<file path="src/rtl/cec_ack_pkg.sv">
package cec_ack_pkg;

    typedef enum logic [1:0] {
        ST_IDLE  = 2'd0,
        ST_ARMED = 2'd1,
        ST_DRIVE = 2'd2,
        ST_DONE  = 2'd3
    } ack_st_e;

    typedef struct packed {
        ack_st_e st;
        logic    match;
    } ack_regs_t;

endpackage

</file>
<file path="src/rtl/cec_ack_sync.sv">
module cec_ack_sync (
    input  logic clk,
    input  logic rst_n,
    input  logic line_i,
    output logic fall_o
);
    logic meta_d, meta_q;
    logic sync_d, sync_q;
    logic prev_d, prev_q;

    always_comb begin
        meta_d = line_i;
        sync_d = meta_q;
        prev_d = sync_q;
    end

    always_ff @(posedge clk or negedge rst_n) begin
        if (!rst_n) begin
            meta_q <= 1'b1;
            sync_q <= 1'b1;
            prev_q <= 1'b1;
        end else begin
            meta_q <= meta_d;
            sync_q <= sync_d;
            prev_q <= prev_d;
        end
    end

    assign fall_o = prev_q && !sync_q;
endmodule

</file>
<file path="src/rtl/cec_ack_decide.sv">
module cec_ack_decide #(
    parameter int AW = 4
) (
    input  logic          hdr_i,
    input  logic [AW-1:0] addr_i,
    input  logic [AW-1:0] la_i,
    input  logic          match_q_i,
    input  logic          ack_dis_i,
    output logic          ack_o,
    output logic          match_o
);
    logic hit;

    always_comb begin
        hit = (addr_i == la_i);
        if (hdr_i) begin
            match_o = hit;
            ack_o   = hit;
        end else begin
            match_o = match_q_i;
            ack_o   = match_q_i && !ack_dis_i;
        end
    end
endmodule

</file>
<file path="src/rtl/cec_ack_timer.sv">
module cec_ack_timer #(
    parameter int CYC_PER_50US = 8,
    parameter int SELW         = 3
) (
    input  logic            clk,
    input  logic            rst_n,
    input  logic            run_i,
    input  logic [SELW-1:0] sel_i,
    output logic            expire_o
);
    localparam int LOW_CYC = 30 * CYC_PER_50US;
    localparam int CW      = $clog2(LOW_CYC + 1);

    logic [CW-1:0] cnt_d, cnt_q;
    logic [CW-1:0] hold;

    always_comb begin
        hold     = CW'(LOW_CYC) - CW'(sel_i);
        cnt_d    = run_i ? cnt_q + CW'(1) : '0;
        expire_o = run_i && (cnt_q == hold - CW'(1));
    end

    always_ff @(posedge clk or negedge rst_n) begin
        if (!rst_n) cnt_q <= '0;
        else        cnt_q <= cnt_d;
    end
endmodule

</file>
<file path="src/rtl/cec_ack_gen.sv">
module cec_ack_gen #(
    parameter int CYC_PER_50US = 8,
    parameter int AW           = 4,
    parameter int IDXW         = 4,
    parameter int BLK_BITS     = 10,
    parameter int SELW         = 3
) (
    input  logic            clk,
    input  logic            rst_n,
    input  logic            cec_in,
    input  logic [IDXW-1:0] bit_idx,
    input  logic            hdr_blk,
    input  logic [AW-1:0]   hdr_addr,
    input  logic [AW-1:0]   log_addr,
    input  logic            ack_dis,
    input  logic [SELW-1:0] lo_sel,
    input  logic            rx_err,
    input  logic            rx_abort,
    output logic            cec_drv_n
);
    import cec_ack_pkg::*;

    localparam logic [IDXW-1:0] ACK_IDX = IDXW'(BLK_BITS - 1);

    ack_regs_t r_d, r_q;
    logic      fall;
    logic      ack_due;
    logic      match_new;
    logic      expire;
    logic      in_slot;
    logic      driving;

    cec_ack_sync i_sync (
        .clk    (clk),
        .rst_n  (rst_n),
        .line_i (cec_in),
        .fall_o (fall)
    );

    cec_ack_decide #(.AW(AW)) i_decide (
        .hdr_i     (hdr_blk),
        .addr_i    (hdr_addr),
        .la_i      (log_addr),
        .match_q_i (r_q.match),
        .ack_dis_i (ack_dis),
        .ack_o     (ack_due),
        .match_o   (match_new)
    );

    assign driving = (r_q.st == ST_DRIVE);

    cec_ack_timer #(.CYC_PER_50US(CYC_PER_50US), .SELW(SELW)) i_timer (
        .clk      (clk),
        .rst_n    (rst_n),
        .run_i    (driving),
        .sel_i    (lo_sel),
        .expire_o (expire)
    );

    always_comb begin
        r_d     = r_q;
        in_slot = (bit_idx == ACK_IDX);
        case (r_q.st)
            ST_IDLE: begin
                if (in_slot) r_d.st = ST_ARMED;
            end
            ST_ARMED: begin
                if (!in_slot) begin
                    r_d.st = ST_IDLE;
                end else if (fall) begin
                    r_d.match = match_new;
                    r_d.st    = ack_due ? ST_DRIVE : ST_DONE;
                end
            end
            ST_DRIVE: begin
                if (expire) r_d.st = ST_DONE;
            end
            default: begin
                if (!in_slot) r_d.st = ST_IDLE;
            end
        endcase
        if (rx_err || rx_abort) begin
            r_d.st    = ST_DONE;
            r_d.match = 1'b0;
        end
    end

    always_ff @(posedge clk or negedge rst_n) begin
        if (!rst_n) begin
            r_q.st    <= ST_IDLE;
            r_q.match <= 1'b0;
        end else begin
            r_q <= r_d;
        end
    end

    assign cec_drv_n = !driving;
endmodule

</file>
<file path="config.mk">
export PLATFORM = sky130hd
export DESIGN_NAME = cec_ack_gen
export DESIGN_NICKNAME = d
export VERILOG_FILES = /design/src/rtl/cec_ack_pkg.sv /design/src/rtl/cec_ack_sync.sv /design/src/rtl/cec_ack_decide.sv /design/src/rtl/cec_ack_timer.sv /design/src/rtl/cec_ack_gen.sv
export SDC_FILE = /design/constraint.sdc
export NUM_CORES = 1
export LEC_CHECK = 0
export ABC_AREA = 1
export BUFFER_PORTS_ARGS = -buffer_cell sky130_fd_sc_hd__buf_2
export CAP_MARGIN = 20
export CORE_ASPECT_RATIO = 1.4
export CORE_UTILIZATION = 30
export CTS_CLUSTER_SIZE = 25
export DETAILED_ROUTE_END_ITERATION = 16
export SETUP_SLACK_MARGIN = 0.15
export SLEW_MARGIN = 10
export SYNTH_ARGS = -nofsm -noshare
export SYNTH_HDL_FRONTEND = slang
export SYNTH_SLANG_ARGS = --single-unit
</file>
<file path="constraint.sdc">
create_clock -name clk -period 2.15 [get_ports clk]
set_clock_uncertainty 0.05 [all_clocks]
set_input_delay 0.1075 -clock clk [delete_from_list [all_inputs] [get_ports clk]]
set_output_delay 0.1075 -clock clk [all_outputs]
set_load 0.01 [all_outputs]
</file>
==> key figures <==
Clock network
  • Clk slew on worst S/H paths: 0.05 ns
  • Insertion delay to the later sink of the worst-skew pair: 0.24 ns
  • CTS root buf: clkbuf_8
  • TritonCTS clock tree: done
  • Htree depth: 1
  • Clock Sink Count: 14
  • Num CTS Buffers: 3
  • Clock Path Buffers: 2

Synthesis
  • Post-synthesis register bit count: 14
  • Mapped Cells: 133
  • Most common library cells after synthesis: nand2_1, inv_1, nor2_1, nand3_1, dfrtp_1
  • Syn Nets: 158
  • Ys async rst share: 1.00
  • Post-synth EDFFs: 0
  • Post-synth top area share: 0.300
  • Synth warnings: 0
  • Fraction of the yosys area taken by sequential cells: 0.386
  • Syn_area_per_cell: 6.90 um^2
  • Largest area contributor in the netlist: dfrtp_1
  • Most frequent cell after synthesis: nand2_1
  • Number of distinct library cells after synthesis: 18
  • Netlist Area Pre-Place: between 900 and 1000 um^2
  • Top_reg_cell synth: dfrtp_1
  • Synth top area cells: dfrtp_1, nand2_1, inv_1, dfstp_2, nand3_1

Placed design
  • Final HPWL DP: between 1500 and 2000 um
  • Port buffer count: 22
  • Routability cong.: approximately 0.8

Power
  • Pleak: 0.594 nW
  • Maximum VDD drop: 0.369 mV
  • PD cells: between 500 and 600 nW/um^2

STA
  • Hold slack final: 0.0432 ns
  • Period minus WS final: 1.64 ns
  • Setup TNS: 0 ns
  • Max_slew headroom: 0.790
  • Unrepaired setup endpoints after global routing: no
  • Max Fclk: ~0.61 GHz
  • Final count of hold timing violations: 0
  • Setup violators final: 0
  • Max-slew violation total from the final report: 0
  • Crit share post-route: 0.762
  • Worst Tran Pin Value: 0.315 ns

Cells and area
  • Layout cells sized above 1: 0.205
  • Area growth from synthesis to layout: 25.2%
  • N_diodes: 0
  • Final Net Count: 187
  • Post-layout util: 0.399
  • Fill cells: approximately 320

Setup path
  • R2r worst-path depth: 12
  • FF-to-FF setup slack: 0.75 ns
  • FF-to-FF End: r_q[2]$_DFFE_PN0P_
  • Worst Path Arrival: 1.71 ns
  • Data required, critical path: approximately 2.2 ns
  • Worst r2r src: i_timer.cnt_q[4]$_DFF_PN0_
  • CP max-delay cell: ha_1
  • Crit path cell chain: buf_2 -> inv_1 -> ha_1 -> ha_1 -> nor2_1 -> nand3_1 -> nand3_1 -> nand2_1 -> nor2_1 -> nand2_1 -> nand2_1 -> nand3_1 -> nand2_1 -> nand2_1
  • Worst Setup End Kind: flop
  • Crit-path max FO: 6
  • Worst Path Buf+Inv: 2
  • Setup crit end: r_q[2]$_DFFE_PN0P_
  • CP max stage delay: approximately 0.32 ns
  • CP startpoint: lo_sel[0]
  • Cell mode on critical path: nand2_1
  • WS Path Type: in2reg
  • Startpoint types: primary input
  • Crit. path cell count: 14
  • CP top delay family: simple AND/OR/NAND/NOR gates

Global route
  • Number of global-route vias before repair: 861
  • Initial antenna violation count: 0
  • Tot GR Track Use: 0.129
  • Global-route wire length before repair: 3310 um
  • Grt ovf: 0
  • Pin count of the biggest net entering global routing: 15

Routing
  • Vias: a little over 900
  • WL/cell: about 9.4 um
  • First-pass DRT Iterations: 4
  • Drt initial violations: 17
  • Routed WL: between 1500 and 2000 um
  • Vias per cell: 4.65
  • Residual DRC: 0
  • Remaining antenna violation count: 0

Floorplanning
  • Die Ht: 67.4 um
  • # IOs: 23
  • Die ar.: 3290 um^2
  • Die X: 48.7 um
  • CORE AREA: 2880 um^2
  • Rows: 23
  • Initial core utilization: 0.319

Hold path
  • Worst hold path type: in2reg
  • HP Start: rx_err

Outcome
  • Outcome: completed

Run
  • Number of max-cap violations: 0
state kept, by name, summed over array words and instances, names as in the netlist:
name and cells:
i_sync.prev_q 1, i_sync.meta_q 1, i_sync.prev_d 1, r_q 3, i_timer.cnt_q 8
power by group:
group	internal (mW)	total (mW)	leakage [nW]	switching, mW
clock	0.162	0.251	0.0288	0.0886
sequential	0.273	0.278	0.176	0.00470
combinational	0.0419	0.0985	0.388	0.0567
total	0.477	0.627	0.594	0.150
logic make-up (layout without fill, tap and decap cells):
group / count (synthesis) / after routing / synth area share
AO/OA/AOI/OAI: 14 / 14 / 0.0764
flip-flops: 14 / 14 / 0.386
buffers and inverters: 24 / 52 / 0.0982
adder cells (fa/ha/maj): 3 / 3 / 0.0409
XOR/XNOR: 4 / 4 / 0.0382
AND/OR/NAND/NOR: 74 / 74 / 0.360
metrics by stage:
stage / total power, mW / cell area, um^2 / setup WS [ns] / instances
2_1_floorplan: 0.338 / 917 / 0.564 / 133
6_report: 0.627 / 1150 / 0.512 / 198
4_1_cts: 0.640 / 1150 / 0.548 / 198
3_3_place_gp: 0.375 / 1070 / 0.361 / 192
5_1_grt: 0.662 / 1150 / 0.290 / 198
3_5_place_dp: 0.379 / 1070 / 0.283 / 192
final cells by class:
cell class / instances / area, um^2 / area share
clock buffer: 4 / 55.1 / 0.0479
inverter: 24 / 90.1 / 0.0784
multi-input combinational: 95 / 473 / 0.412
sequential: 14 / 354 / 0.308
tap: 37 / 46.3 / 0.0403
timing repair buffer: 24 / 130 / 0.113
per-layer routing:
metal	part of all wire	track usage	wire (um)
met1	0.42	0.136	778
met2	0.54	0.257	1000
met5	0	0	0
met3	0.033	0.00676	61
met4	0.010	0.0662	19
worst min-delay path by stage:
stage | slack [ns] | end | depth (start not counted)
after floorplan | -0.24 | i_timer.cnt_q[0]$_DFF_PN0_ | 0
after global placement | -0.03 | r_q[0]$_DFFE_PN0P_ | 1
after detailed placement | -0.02 | i_timer.cnt_q[3]$_DFF_PN0_ | 1
after CTS | 0.03 | r_q[2]$_DFFE_PN0P_ | 3
after global routing | 0.06 | r_q[2]$_DFFE_PN0P_ | 3
final | 0.04 | r_q[2]$_DFFE_PN0P_ | 3
cells in the final DEF, fill, tap and decap left out, drive strengths merged:
cell type,Yosys,final
nand3,12,12
ha,3,3
nand4,3,3
nand2,33,33
clkbuf,0,4
dlygate4sd3,0,2
nor2,16,16
inv,24,24
buf,0,22
dfstp,3,3
nor3,7,7
nor3b,1,1
o21ai,6,6
and3,1,1
nor4,1,1
dfrtp,11,11
a21oi,8,8
xnor2,4,4
worst reg2reg max path: stages (launching register included):
cell     delay (ns)
dfrtp_1        0.39
inv_1          0.14
nand2_1        0.07
nand2_1        0.08
nand3_1        0.07
nand2_1        0.06
nand2_1        0.04
nor2_1         0.09
nand2_1        0.06
nand2_1        0.07
nand3_1        0.06
nand2_1        0.05
nand2_1        0.04
what timing repair did:
| item | in CTS | in global routing |
|---|---|---|
| hold buffers | 2 | 0 |
| endpoints found under the hold margin | 15 | 0 |
| buffers inserted | 0 | 0 |
| gates resized for setup | 0 | 0 |
Note: power is estimated with default switching activity, not from simulation.
